## src/rtl/pport_pkg.sv

```systemverilog
package pport_pkg;
    typedef enum logic [1:0] {
        REG_DATA = 2'd0,
        REG_DIR  = 2'd1,
        REG_SEL  = 2'd2,
        REG_OD   = 2'd3
    } pp_reg_e;

    typedef enum logic [1:0] {
        PIN_PLAIN,
        PIN_CLK,
        PIN_CTS,
        PIN_TXD0
    } pin_kind_e;
endpackage

```

## src/rtl/pport_sync.sv

```systemverilog
module pport_sync #(
    parameter int WIDTH = 16
) (
    input  logic             clk,
    input  logic             rst,
    input  logic [WIDTH-1:0] pad,
    output logic [WIDTH-1:0] pad_sync
);
    logic [WIDTH-1:0] stage1_q;
    logic [WIDTH-1:0] stage2_q;
    logic [1:0]       warm_q;

    always_ff @(posedge clk) begin
        if (rst) begin
            stage1_q <= '0;
            stage2_q <= '0;
            warm_q   <= '0;
        end else begin
            stage1_q <= pad;
            stage2_q <= stage1_q;
            if (warm_q != 2'd3) warm_q <= warm_q + 2'd1;
        end
    end

    assign pad_sync = stage2_q;

    AST_SYNC_TWO_STAGE: assert property (@(posedge clk) disable iff (rst)
        (warm_q == 2'd3) |-> (pad_sync == $past(pad, 2)));
endmodule

```

## src/rtl/pport_regs.sv

```systemverilog
module pport_regs
    import pport_pkg::*;
#(
    parameter int WIDTH = 16
) (
    input  logic             clk,
    input  logic             rst,
    input  logic             wr_en,
    input  logic [1:0]       addr,
    input  logic [WIDTH-1:0] wdata,
    input  logic [WIDTH-1:0] pad_sync,
    output logic [WIDTH-1:0] rdata,
    output logic [WIDTH-1:0] lat_q,
    output logic [WIDTH-1:0] dir_q,
    output logic [WIDTH-1:0] sel_q,
    output logic [WIDTH-1:0] od_q
);
    pp_reg_e reg_sel;
    assign reg_sel = pp_reg_e'(addr);

    always_ff @(posedge clk) begin
        if (rst) begin
            lat_q <= '0;
            dir_q <= '0;
            sel_q <= '0;
            od_q  <= '0;
        end else if (wr_en) begin
            unique case (reg_sel)
                REG_DATA: lat_q <= wdata;
                REG_DIR:  dir_q <= wdata;
                REG_SEL:  sel_q <= wdata;
                REG_OD:   od_q  <= wdata;
            endcase
        end
    end

    always_comb begin
        unique case (reg_sel)
            REG_DATA: rdata = pad_sync;
            REG_DIR:  rdata = dir_q;
            REG_SEL:  rdata = sel_q;
            REG_OD:   rdata = od_q;
        endcase
    end

    AST_WRITE_LANDS: assert property (@(posedge clk) disable iff (rst)
        ($past(!rst) && $past(wr_en) && $past(addr) == 2'd1) |-> (dir_q == $past(wdata)));
    AST_SEL_HOLDS: assert property (@(posedge clk) disable iff (rst)
        ($past(!rst) && !($past(wr_en) && $past(addr) == 2'd2)) |-> $stable(sel_q));
endmodule

```

## src/rtl/pport_pin.sv

```systemverilog
module pport_pin
    import pport_pkg::*;
#(
    parameter pin_kind_e KIND   = PIN_PLAIN,
    parameter bit        OD_CAP = 1'b0
) (
    input  logic clk,
    input  logic rst,
    input  logic lat,
    input  logic dir,
    input  logic sel,
    input  logic od,
    input  logic pad_in,
    input  logic dev_out,
    input  logic brg_clk,
    input  logic alt_cts_in,
    output logic oe,
    output logic out,
    output logic dev_in
);
    logic ded_in;
    logic ded_out;
    logic drive_req;
    logic drive_val;
    logic od_on;
    logic fallback;

    assign ded_in    = sel & ~dir;
    assign ded_out   = sel & dir;
    assign drive_req = ded_out | (~sel & dir);
    assign od_on     = OD_CAP & od;

    generate
        if (KIND == PIN_CLK) begin : g_clk
            assign drive_val = ded_out ? brg_clk : lat;
            assign fallback  = brg_clk;
        end else if (KIND == PIN_CTS) begin : g_cts
            assign drive_val = ded_out ? dev_out : lat;
            assign fallback  = alt_cts_in;
        end else begin : g_plain
            assign drive_val = ded_out ? dev_out : lat;
            assign fallback  = 1'b0;
        end
    endgenerate

    assign oe  = drive_req & ~(od_on & drive_val);
    assign out = od_on ? 1'b0 : drive_val;
    assign dev_in = ded_in ? ((KIND == PIN_TXD0) ? 1'b0 : pad_in) : fallback;

    AST_DED_IN_QUIET: assert property (@(posedge clk) disable iff (rst)
        (sel && !dir) |-> !oe);
    AST_OD_NEVER_HIGH: assert property (@(posedge clk) disable iff (rst)
        (OD_CAP && od && oe) |-> !out);
    AST_NONOD_PUSHPULL: assert property (@(posedge clk) disable iff (rst)
        (!OD_CAP && !sel && dir) |-> (oe && out == lat));
endmodule

```

## src/rtl/pport_ctrl.sv

```systemverilog
module pport_ctrl
    import pport_pkg::*;
#(
    parameter int                 WIDTH    = 16,
    parameter int                 CLK_PIN  = 3,
    parameter int                 CTS_PIN  = 9,
    parameter int                 TXD0_PIN = 12,
    parameter logic [WIDTH-1:0]   OD_MASK  = 16'hF0F0
) (
    input  logic             clk,
    input  logic             rst,
    input  logic             wr_en,
    input  logic [1:0]       addr,
    input  logic [WIDTH-1:0] wdata,
    output logic [WIDTH-1:0] rdata,
    input  logic [WIDTH-1:0] pin_in,
    output logic [WIDTH-1:0] pin_oe,
    output logic [WIDTH-1:0] pin_out,
    input  logic [WIDTH-1:0] dev_out,
    output logic [WIDTH-1:0] dev_in,
    input  logic             brg_clk,
    input  logic             alt_cts_in
);
    logic [WIDTH-1:0] pad_sync;
    logic [WIDTH-1:0] lat_q;
    logic [WIDTH-1:0] dir_q;
    logic [WIDTH-1:0] sel_q;
    logic [WIDTH-1:0] od_q;

    pport_sync #(.WIDTH(WIDTH)) u_sync (
        .clk      (clk),
        .rst      (rst),
        .pad      (pin_in),
        .pad_sync (pad_sync)
    );

    pport_regs #(.WIDTH(WIDTH)) u_regs (
        .clk      (clk),
        .rst      (rst),
        .wr_en    (wr_en),
        .addr     (addr),
        .wdata    (wdata),
        .pad_sync (pad_sync),
        .rdata    (rdata),
        .lat_q    (lat_q),
        .dir_q    (dir_q),
        .sel_q    (sel_q),
        .od_q     (od_q)
    );

    generate
        for (genvar i = 0; i < WIDTH; i++) begin : g_pin
            localparam pin_kind_e KIND =
                (i == CLK_PIN)  ? PIN_CLK  :
                (i == CTS_PIN)  ? PIN_CTS  :
                (i == TXD0_PIN) ? PIN_TXD0 : PIN_PLAIN;
            pport_pin #(.KIND(KIND), .OD_CAP(OD_MASK[i])) u_pin (
                .clk        (clk),
                .rst        (rst),
                .lat        (lat_q[i]),
                .dir        (dir_q[i]),
                .sel        (sel_q[i]),
                .od         (od_q[i]),
                .pad_in     (pin_in[i]),
                .dev_out    (dev_out[i]),
                .brg_clk    (brg_clk),
                .alt_cts_in (alt_cts_in),
                .oe         (pin_oe[i]),
                .out        (pin_out[i]),
                .dev_in     (dev_in[i])
            );
        end
    endgenerate

    AST_RESET_RELEASE: assert property (@(posedge clk) disable iff (rst)
        $past(rst) |-> (pin_oe == '0 && pin_out == '0));
    AST_TXD0_UNUSED: assert property (@(posedge clk) disable iff (rst)
        (sel_q[TXD0_PIN] && !dir_q[TXD0_PIN]) |-> (!dev_in[TXD0_PIN] && !pin_oe[TXD0_PIN]));
endmodule

```

## config.mk

```make
export PLATFORM = sky130hd
export DESIGN_NAME = pport_ctrl
export DESIGN_NICKNAME = d
export VERILOG_FILES = /design/src/rtl/pport_pkg.sv /design/src/rtl/pport_sync.sv /design/src/rtl/pport_regs.sv /design/src/rtl/pport_pin.sv /design/src/rtl/pport_ctrl.sv
export SDC_FILE = /design/constraint.sdc
export NUM_CORES = 1
export LEC_CHECK = 0
export BUFFER_PORTS_ARGS = -buffer_cell sky130_fd_sc_hd__buf_4
export CAP_MARGIN = 10
export CORE_MARGIN = 2
export CORE_UTILIZATION = 40
export DETAILED_ROUTE_END_ITERATION = 7
export GPL_TIMING_DRIVEN = 0
export PLACE_DENSITY = 0.73
export SETUP_SLACK_MARGIN = 0.3
export SYNTH_ARGS = -nofsm -noshare
export SYNTH_HDL_FRONTEND = slang
export SYNTH_HIERARCHICAL = 1
export SYNTH_SLANG_ARGS = --single-unit
```

## constraint.sdc

```tcl
create_clock -name clk -period 2 [get_ports clk]
set_input_delay 0.2 -clock clk [delete_from_list [all_inputs] [get_ports clk]]
set_output_delay 0.2 -clock clk [all_outputs]
set_load 0.02 [all_outputs]
```

Yosys cells after proc, flatten, opt, wreduce, memory -nomap -nowiden:

Index checks and enable logic that the tools add are counted.

* register bits after elaboration: 96
* output and inout port bits: 64

* equality and inequality tests: 3
* muxes and demuxes: 40
* bitwise logic cells: 118
* reductions and logical operators: 5

Operator list (count)
* $pmux 16 s4: 1
* $and 1x1->1: 63
* $mux 1: 39
* $not 1->1: 39
* $or 1x1->1: 16
* $reduce_and 2->1: 4
* $eq 2x2->1 const B: 2
* $eq 2x1->1 const B: 1
* $logic_not 2->1: 1

Depth between registers and ports, before layout:

Gate-level depths: netlist of the first run.

* depth in word-level cells: 5
* depth in mapped cells: 4
* mapped depth without buffers: 2

By module:

The synthesis of the first run kept the hierarchy.

By module, submodules not included
* pport_regs: times used 1, cells each 249, area an instance 2954.1 µm²
* pport_sync: times used 1, cells each 67, area an instance 863.3 µm²
* pport_pin at g_pin[13].u_pin ...: times used 7, cells each 6, area an instance 56.3 µm²
* pport_pin at g_pin[0].u_pin ...: times used 6, cells each 5, area an instance 30.0 µm²
* pport_pin at g_pin[12].u_pin: times used 1, cells each 7, area an instance 57.6 µm²
* pport_pin at g_pin[3].u_pin: times used 1, cells each 5, area an instance 46.3 µm²
* pport_pin at g_pin[9].u_pin: times used 1, cells each 5, area an instance 40.0 µm²

Worst setup path after synthesis of the first run:

OpenSTA, ideal clock, no wires.

* kind: in2out
* from: input addr[1]
* to: output rdata[10]
* arrival: 1.021 ns
* required time: 1.800 ns
* path slack: 0.779 ns
* cell stages on the path: 3
* buffers on the path: 2
* path through: buf_2 buf_2 mux4_2

* cells in the longest elaborated chain, start to end: 2
* elaborated cells on any way between the ends: 5

RTL lines
* from (decl): line pport_ctrl.sv:13 `input logic [1:0] addr,`
* $eq 2x2->1 (tied with other cells): line pport_regs.sv:38 `unique case (reg_sel)`
* $pmux 16 s4 (*): line pport_regs.sv:38
* to (decl): line pport_ctrl.sv:15 `output logic [WIDTH-1:0] rdata,`

Every way passes the cells marked *; elsewhere a longest branch is shown, timed or not.

Worst setup path in the final report of the first run:

* from: input addr[1]
* to: output rdata[9]

Same word-level chain as after synthesis.

==> results.md, run 1 <==
- Seq pwr share: 0.480
- TritonCTS Buffers: 9
- Comb pwr share: 0.133
- Mean Syn Cell Area: about 11 um^2
- Boundary Pins: between 100 and 150
- Worst hold path class: input pin to register
- Sw Ratio: 0.240
- Top cell family by delay on the critical path: buffers and inverters
- Achievable Freq: approximately 620 MHz
- Area of the core: 10900 um^2
- Ys flop type: dfxtp_1
- Worst path bufs/invs: 4
- Clock tree buffer depth: 2
- Unrepaired setup endpoints after global routing: false
- Syn nets: 460
- Hpwl dp: roughly 8200 um
- Port bufs: 116
- Setup slack at placement: around 280 ps
- Internal power: 0.00323 W
- Synth top area cells: dfxtp_1 42%, mux2i_1 14%, nand2b_1 11%, mux4_2 7.9%, mux2_4 5.6%
- GR Overflow Total: 0
- Final Worst Setup Slack: approximately 390 ps
- GRT Util Overall: 0.189
- Drt drc: 0
- Initial antenna violation count: 0
- Synthesis-to-finish area growth: 29.4%
- Post-synth top area cell: dfxtp_1
- Leak: approximately 2.7 nW
- Fin crit share: 0.807
- CTS hold repair buffers: 0
- # setup viols final: 0
- Worst EP required: 1800 ps
- Die X-Extent: between 100 and 150 um
- Remaining antenna violation count: 0
- Layout cell share with drive strength beyond 1: 0.384
- Die height: 110 um
- Starting density of the core: 0.415
- H-tree levels: 3
- Slew Viols, Final: 0
- Status: finished clean
- DIE AREA: roughly 12000 um^2
- Worst path cell trace: buf_4 > buf_2 > buf_4 > mux4_2 > buf_4
- CTS tree: built
- Placed Cells: around 660
- Slowest stage delay, CP: about 350 ps
- Clock power frac: 0.387
- Kind of critical path: input pin to output port
- WL/cell: 17.0 um
- Worst hold slack: between 70 and 80 ps
- Drt pass-1 iters: 4
- EDFF count, synth: 0
- Area share of the largest cell type after synthesis: 0.424
- Post-synthesis async set-or-reset flop share: 0
- Crit-path slowest cell: mux4_2
- Clock sink count: 96
- Seq/Total Area, Yosys: 0.424
- Worst-path clk slew: about 60 ps
- Post-Route WL: ~12000 um
- Clock skew: between 3 and 4 ps
- Setup crit end kind: output port
- Worst setup SP type: input pin
- Hold Fails Final Rpt: 0
- Root buf cell: clkbuf_16
- Fin nets: about 590
- Maxcap violations: 0
- Post-synth top cells: 96 x dfxtp_1, 81 x nand2b_1, 64 x mux2i_1
- Worst path arrival time: 1410 ps
- DRT iter0 DRCs: 96
- Diodes inserted: 0
- Yosys cell types: 24
- Post-CTS Setup Inserts: 0
- Clk_lat worst skew: 340 ps
- Vias in the first global route: about 3.5k
- Detailed-route via count: between 3k and 4k
- First-pass GRT wire length: between 15000 and 20000 um
- Synthesized area: 4540 um^2
- Slew @ Worst Pin: between 500 and 600 ps
- CP max FO: 10
- Largest net degree at the start of global routing: 15
- Most frequent CP cell: buf_4
- Slew margin rel.: 0.612
- Non-Filler Instances: around 680
- Fin crit period: approximately 1600 ps
- Post-DR vias/cell: between 5 and 6
- Total power: ~0.0043 W
- Synth Register Bits: 96
- Most common cell in the netlist: dfxtp_1
- PD cells: roughly 720 nW/um^2
- Ys Warns: 6
- Psw: approximately 0.0010 W
- Post-Syn Instances: about 400
- Sum Neg Setup Slack: 0 ps
- Rows: 38
- GPL Wtd Cong: approximately 0.74
- Worst vdd ir: 0.000401 V
- Post_cts resized: 1
-- metrics by stage --
step	area, um^2	utilization
floorplan	4540	-
global placement	5580	0.510
detailed placement	5580	0.510
CTS	5870	0.537
global route	5870	0.537
finish	5870	0.537
-- power by group through the flow --
stage	Combinational [W]	Sequential (W)	Clock, W
finish	0.000566	0.00204	0.00164
global route	0.000604	0.00205	0.00174
CTS	0.000572	0.00204	0.00168
detailed placement	0.000568	0.00209	0
global placement	0.000559	0.00208	0
floorplan	0.000336	0.00207	0
-- sequential cells by signal, summed over array words and instances, names as in the netlist --
| signal | flops |
|---|---|
| u_regs/od_q | 16 |
| u_regs/lat_q | 16 |
| u_sync/pad_sync | 16 |
| u_sync/stage1_q | 16 |
| u_regs/sel_q | 16 |
| u_regs/dir_q | 16 |
-- cell families after synthesis --
group / after synthesis / synth area share
AOI/OAI and AO/OA: 24 / 0.0463
buffers and inverters: 31 / 0.0370
DFF: 96 / 0.424
muxes: 98 / 0.279
other: 1 / 0.000827
and+or+nand+nor: 155 / 0.213
-- layer usage --
| metal | GRT usage | vias to the layer above | wire [um] |
|---|---|---|---|
| met1 | 0.237 | 1670 | 5150 |
| met2 | 0.320 | 82 | 5680 |
| met3 | 0.0390 | 13 | 515 |
| met4 | 0.0717 | 0 | 186 |
| met5 | 0 | - | 0 |
| li1 | - | 1630 | - |
-- placed cells by master, fill, tap and decap left out, drive strengths merged, types with 2 or more instances in the layout --
cell type    n
nor2b       33
nand3        9
a21boi       8
dfxtp       96
nand2b      81
mux4        16
and3b        8
clkbuf      30
mux2        18
mux2i       64
nor2         6
a21bo        8
a21oi        8
nand3b       2
nand2       14
buf        131
-- worst paths after layout --
path | startpoint | to | slack [ps] | depth (start not counted)
hold reg to reg | u_sync/stage1_q[4] | u_sync/pad_sync[4] | 440 | 1
setup reg to reg | u_regs/sel_q[4] | u_regs/sel_q[4] | 1250 | 2
setup / recovery | addr[1] | rdata[9] | 390 | 5
hold / removal | pin_in[14] | u_sync/stage1_q[14] | 80 | 2
-- area by class of cell --
| cell class | instances | area (um^2) |
|---|---|---|
| Buffer | 31 | 170 |
| Clock buffer | 14 | 274 |
| Clock inverter | 2 | 12.5 |
| Fill cell | 951 | 5060 |
| Multi-Input combinational cell | 278 | 2450 |
| Sequential cell | 96 | 1920 |
| Tap cell | 140 | 175 |
| Timing Repair Buffer | 116 | 871 |
Note: power is estimated with default switching activity, not from simulation.
==> run 2: changes to the inputs <==
==> constraint.sdc (replaced) <==
create_clock -name clk -period 1.7 [get_ports clk]
set_input_delay 0.17 -clock clk [delete_from_list [all_inputs] [get_ports clk]]
set_output_delay 0.17 -clock clk [all_outputs]
set_load 0.02 [all_outputs]
==> results.md, run 2 (synthesis gave the netlist of run 1 again) <==
- R2R Path Start: u_regs/sel_q[0] (was u_regs/sel_q[4])
- Worst vdd ir: 0.000470 V (was 0.000401 V)
- Worst EP required: 1530 ps (was 1800 ps)
- Commonest non-fill, non-tap cell in the layout: buf_4 (unchanged)
- Remaining antenna violation count: 0 (unchanged)
- Worst path bufs/invs: 1 (was 4)
- Drt drc: 0 (unchanged)
- Fill count: 930 (was 951)
- Stages on worst setup path: 2 (was 5)
- CTS hold repair buffers: 0 (unchanged)
- GPL Wtd Cong: 0.738 (unchanged)
- Largest net degree at the start of global routing: 15 (unchanged)
- Clock skew: 3.27 ps (was 3.73 ps)
- Slew margin rel.: 0.619 (was 0.612)
- R2R Path End: u_regs/sel_q[0] (was u_regs/sel_q[4])
- GR Overflow Total: 0 (unchanged)
- Worst-path clk slew: 60 ps (about the same)
- Slew Viols, Final: 0 (unchanged)
- Crit-path slowest cell: mux4_2 (unchanged)
- Crit path to: rdata[6] (was rdata[9])
- Top cell family by delay on the critical path: multiplexers (was buffers and inverters)
- Commonest non-fill, non-tap cells in the layout: 117 x buf_4, 81 x nand2b_1, 64 x mux2i_1 (was 125 x buf_4, 96 x dfxtp_1, 81 x nand2b_1)
- Drt pass-1 iters: 4 (unchanged)
- Final Instance Area: 6320 um^2 (was 5870 um^2)
- Maxcap violations: 0 (unchanged)
- CTS tree: built (unchanged)
- Boundary Pins: 119 (unchanged)
- Fin crit share: 0.883
- Core Util, Final: 0.578 (was 0.537)
- Fin crit period: about 1500 ps
- Sum Neg Setup Slack: 0 ps (unchanged)
- Worst path arrival time: 1330 ps (was 1410 ps)
- TritonCTS Buffers: 9 (unchanged)
- Die height: 110 um (unchanged)
- Worst setup SP type: register (was input pin)
- Clock tree buffer depth: 2 (unchanged)
- Post-Route WL: 12000 um (was 11500 um)
- Unrepaired setup endpoints after global routing: true (was false)
- H-tree levels: 3 (unchanged)
- FF-to-FF setup slack: 960 ps (was 1250 ps)
- Slowest stage delay, CP: 490 ps (was 350 ps)
- Initial antenna violation count: 0 (unchanged)
- DRT iter0 DRCs: 107 (was 96)
- Fin nets: 608 (was 587)
- GRT Util Overall: 0.195 (was 0.189)
- Layout cell share with drive strength beyond 1: 0.516 (was 0.384)
- CP max FO: 4 (was 10)
- Rows: 38 (unchanged)
- DP Area: 5580 um^2 (unchanged)
- Status: finished clean (unchanged)
- Clk_lat worst skew: 340 ps (about the same)
- Achievable Freq: approximately 670 MHz
- Post-DR vias/cell: 5.02 (was 5.01)
- Worst path cell trace: mux4_2 > buf_6 (was buf_4 > buf_2 > buf_4 > mux4_2 > buf_4)
- Synthesis-to-finish area growth: 39.3% (was 29.4%)
- Starting density of the core: 0.415 (unchanged)
- Hold Fails Final Rpt: 0 (unchanged)
- Detailed-route via count: 3505 (was 3395)
- Diodes inserted: 0 (unchanged)
- CP Launch Point: u_regs/od_q[6] (was addr[1])
- Root buf cell: clkbuf_16 (unchanged)
- Die X-Extent: 110 um (unchanged)
- WL/cell: 17.2 um (was 17.0 um)
- # setup viols final: 0 (unchanged)
- DIE AREA: 12200 um^2 (unchanged)
- Slew @ Worst Pin: 572 ps (was 582 ps)
- Worst hold path class: input pin to register (unchanged)
- Hpwl dp: 8160 um (unchanged)
- Area of the core: 10900 um^2 (unchanged)
- Clock sink count: 96 (unchanged)
- Worst reg2reg path depth: 3 (was 2)
- Vias in the first global route: 3597 (was 3466)
- First-pass GRT wire length: 18700 um (was 18100 um)
- Port bufs: 116 (unchanged)
- PD cells: 800 nW/um^2 (was 724 nW/um^2)
- Kind of critical path: register to output port (was input pin to output port)
- Leak: 2.88 nW (was 2.70 nW)
- Setup crit end kind: output port (unchanged)
run 2: cell types whose count changed in the layout (fill, tap and decap cells not counted), moves of 3 or more:
cell	before	now
nand2_2	0	6
buf_4	125	117
a21oi_2	0	8
a21oi_1	8	0
buf_6	2	32
dfxtp_4	0	17
dfxtp_2	0	27
nand3_2	0	3
dfxtp_1	96	52
nand2_1	14	8
nand3_1	8	5
run 2: layout make-up:
cell class | instances | area [um^2] | area share
repair buffers | 137 | 1140 | 0.181
plain buffers | 31 | 173 | 0.0273
multi-input cells | 278 | 2520 | 0.399
clock inverters | 2 | 12.5 | 0.00198
clock buffers | 14 | 274 | 0.0434
well taps | 140 | 175 | 0.0277
flip-flops and latches | 96 | 2020 | 0.320
run 2: worst min path at each step:
stage	startpoint	endpoint	slack [ps]	depth (start not counted)
floorplan	rst	u_sync/pad_sync[15]	240	1
global placement	pin_in[0]	u_sync/stage1_q[0]	390	2
detailed placement	pin_in[14]	u_sync/stage1_q[14]	400	2
CTS	pin_in[6]	u_sync/stage1_q[6]	40	2
global route	pin_in[6]	u_sync/stage1_q[6]	60	2
finish	pin_in[5]	u_sync/stage1_q[5]	50	2
run 2: power by group:
| group | internal (W) | switching (W) |
|---|---|---|
| registers | 0.00233 | 0.0000660 |
| clock network | 0.00111 | 0.000822 |
| logic | 0.000397 | 0.000334 |
run 2: routing by layer:
metal  vias to the layer above  share of wire  wire length [um]  GRT usage
li1                       1679              -                 -          -
met1                      1728           0.44              5290      0.239
met2                        85           0.50              6070      0.337
met3                        13          0.040               481     0.0395
met4                         0          0.015               186     0.0725
met5                         -              0                 0          0
run 2: timing repair:
action | in CTS | in global routing
setup endpoints to repair | 41 | 43
buffers inserted | 18 | 3
resized for setup | 78 | 35
pin swaps | 7 | 6
run 2: per-stage QoR:
step | instances | setup WS [ps] | hold WS [ps] | power, W
2_1_floorplan | 405 | 539 | 242 | 0.00283
3_3_place_gp | 661 | 42.8 | 391 | 0.00310
3_5_place_dp | 661 | 40.1 | 399 | 0.00312
4_1_cts | 695 | 185 | 41.8 | 0.00508
5_1_grt | 698 | 161 | 56.5 | 0.00523
6_report | 698 | 200 | 51.3 | 0.00506
==> run 3: changes to the inputs <==
--- a/config.mk
+++ b/config.mk
@@ -5,6 +5,7 @@
 export SDC_FILE = /design/constraint.sdc
 export NUM_CORES = 1
 export LEC_CHECK = 0
+export ABC_AREA = 1
 export BUFFER_PORTS_ARGS = -buffer_cell sky130_fd_sc_hd__buf_4
 export CAP_MARGIN = 10
 export CORE_MARGIN = 2
==> results.md, run 3 <==
- Status: finished clean (unchanged)
- Post-DR vias/cell: 4.90 (was 5.02)
- DRT iter0 DRCs: 437 (was 107)
- Worst path bufs/invs: 2 (was 1)
- Synthesized area: 4720 um^2 (was 4540 um^2)
- Final Instance Area: 6290 um^2 (was 6320 um^2)
- GR Util met2: 0.378 (was 0.337)
- Most common cell in the netlist: nand2_1 (was dfxtp_1)
- Root buf cell: clkbuf_16 (unchanged)
- Boundary Pins: 119 (unchanged)
- Area of the core: 11500 um^2 (was 10900 um^2)
- Die X-Extent: 113 um (was 110 um)
- Fin nets: 929 (was 608)
- Post-synthesis async set-or-reset flop share: 0 (unchanged)
- Clock tree buffer depth: 2 (unchanged)
- Initial antenna violation count: 0 (unchanged)
- Area share of the largest cell type after synthesis: 0.408 (was 0.424)
- Most frequent CP cell: buf_4
- Synth top area cells: dfxtp_1 41%, nand2_1 16%, nor2_1 12%, nand3_1 8.7%, inv_1 8.3% (was dfxtp_1 42%, mux2i_1 14%, nand2b_1 11%, mux4_2 7.9%, mux2_4 5.6%)
- Synth Register Bits: 96 (unchanged)
- CTS tree: built (unchanged)
- Remaining antenna violation count: 0 (unchanged)
- Achievable Freq: 709 MHz (was 666 MHz)
- Worst path arrival time: 1240 ps (was 1330 ps)
- CTS hold repair buffers: 0 (unchanged)
- GR Overflow Total: 0 (unchanged)
- Yosys cell types: 19 (was 24)
- Sum Neg Setup Slack: 0 ps (unchanged)
- Kind of critical path: register to output port (unchanged)
- Fin crit share: 0.829 (was 0.883)
- Post-synth top cells: 195 x nand2_1, 157 x nor2_1, 104 x inv_1 (was 96 x dfxtp_1, 81 x nand2b_1, 64 x mux2i_1)
- Maxcap violations: 0 (unchanged)
- Detailed-route via count: 5009 (was 3505)
- DP Area: 5740 um^2 (was 5580 um^2)
- Worst hold path class: input pin to register (unchanged)
- TritonCTS Buffers: 9 (unchanged)
- PD cells: 867 nW/um^2 (was 800 nW/um^2)
- Crit-path slowest cell: dfxtp_4 (was mux4_2)
- Seq/Total Area, Yosys: 0.408 (was 0.424)
- Clock skew: 5.41 ps (was 3.27 ps)
- Commonest non-fill, non-tap cell in the layout: nand2_1 (was buf_4)
- Starting density of the core: 0.411 (was 0.415)
- Clk_lat worst skew: 340 ps (about the same)
- GPL Wtd Cong: 0.879 (was 0.738)
- Die height: 113 um (was 110 um)
- Setup crit end kind: output port (unchanged)
- Ys flop type: dfxtp_1 (unchanged)
- Unrepaired setup endpoints after global routing: true (unchanged)
- Clock sink count: 96 (unchanged)
- Post-Syn Instances: 738 (was 405)
- Slowest stage delay, CP: 360 ps (was 490 ps)
- Met1 Use GR: 0.300 (was 0.239)
- Drt drc: 0 (unchanged)
- DIE AREA: 12700 um^2 (was 12200 um^2)
- Hpwl dp: 10100 um (was 8160 um)
- Largest net degree at the start of global routing: 16 (was 15)
- Syn nets: 793 (was 460)
- First-pass GRT wire length: 23000 um (was 18700 um)
- Worst-path clk slew: 70 ps (was 60 ps)
- Synthesis-to-finish area growth: 33.4% (was 39.3%)
- Vias in the first global route: 4556 (was 3597)
- Diodes inserted: 0 (unchanged)
- Worst EP required: 1530 ps (about the same)
- Mean Syn Cell Area: 6.39 um^2 (was 11.2 um^2)
- CP max FO: 4 (unchanged)
- Top cell family by delay on the critical path: flip-flops (was multiplexers)
- Worst path cell trace: buf_4 > nand3_2 > nand4_1 > buf_4 (was mux4_2 > buf_6)
- Commonest non-fill, non-tap cells in the layout: 177 x nand2_1, 157 x nor2_1, 125 x buf_4 (was 117 x buf_4, 81 x nand2b_1, 64 x mux2i_1)
- Fin crit period: 1410 ps (was 1500 ps)
- GRT Util Overall: 0.232 (was 0.195)
- Leak: 3.24 nW (was 2.88 nW)
- WL/cell: 14.6 um (was 17.2 um)
- Ys Warns: 6 (unchanged)
- Post-synth top area cell: dfxtp_1 (unchanged)
- Slew Viols, Final: 0 (unchanged)
- Port bufs: 113 (was 116)
- EDFF count, synth: 0 (unchanged)
- Worst vdd ir: 0.000534 V (was 0.000470 V)
- Worst setup SP type: register (unchanged)
- Hold Fails Final Rpt: 0 (unchanged)
- Drt pass-1 iters: 6 (was 4)
- Slew margin rel.: 0.522 (was 0.619)
- Layout cell share with drive strength beyond 1: 0.268 (was 0.516)
- Post-Route WL: 14900 um (was 12000 um)
- Fill count: 1100 (was 930)
- H-tree levels: 3 (unchanged)
- Slew @ Worst Pin: 717 ps (was 572 ps)
- # setup viols final: 0 (unchanged)
- Rows: 39 (was 38)
- Most used routing layer: met2 (unchanged)
- Grt met3 use: 0.0448 (was 0.0395)
## run 3: cells by family after synthesis
logic type,share of synthesized area
AO/OA/AOI/OAI,0.0435
other,0.000795
flip-flops,0.408
buffers and inverters,0.148
AND/OR/NAND/NOR,0.400
## run 3: final cells by class
cell class                      count  area, um^2  area share
Sequential cell                    96        1980       0.315
Buffer                             46         289      0.0459
Timing Repair Buffer              125         950       0.151
Multi-Input combinational cell    487        2170       0.345
Inverter                          109         414      0.0658
Clock inverter                      4        52.6     0.00835
Clock buffer                       12         256      0.0408
Tap cell                          143         179      0.0284
## run 3: per-layer routing
metal,part of all wire,up-vias,wire length (um)
met5,0,-,0
met4,0.028,0,415
met3,0.087,35,1300
met2,0.47,213,6960
met1,0.42,2255,6220
li1,-,2506,-
## run 3: through the flow
stage | setup WS, ps | total power (W) | hold WS [ps] | util | std cells
final | 290 | 0.00546 | 34.5 | 0.549 | 1022
after detailed placement | 212 | 0.00338 | 384 | 0.501 | 994
after global routing | 272 | 0.00567 | 47.5 | 0.549 | 1022
after global placement | 251 | 0.00337 | 376 | 0.501 | 994
after CTS | 292 | 0.00545 | 32.5 | 0.535 | 1015
after floorplan | 628 | 0.00299 | 241 | - | 738
## run 3: worst min-delay path: cells and delay by family
family                 cells  cell delay (ps)
and+or+nand+nor            1               70
buffers and inverters      2              100
## run 3: path summary, 6_finish.rpt
| kind | startpoint | end | slack [ps] | cells past startpoint |
|---|---|---|---|---|
| setup / recovery | u_regs/dir_q[14] | rdata[14] | 290 | 4 |
| hold / removal | pin_in[12] | u_sync/stage1_q[12] | 30 | 3 |
| setup reg to reg | u_regs/dir_q[3] | u_regs/dir_q[3] | 880 | 4 |
| hold reg to reg | u_sync/stage1_q[11] | u_sync/pad_sync[11] | 400 | 2 |
## run 3: power by group
part / switching (W) / internal, W
Sequential: 0.0000990 / 0.00236
Clock: 0.000858 / 0.00122
Combinational: 0.000549 / 0.000373
Total: 0.00151 / 0.00395
## run 3: what timing repair did
| item | in CTS | in global routing |
|---|---|---|
| setup buffers | 5 | 7 |
| pin swaps | 4 | 15 |
| gates resized for setup | 25 | 42 |
| cloned | 0 | 0 |
| endpoints found under the setup margin | 23 | 26 |
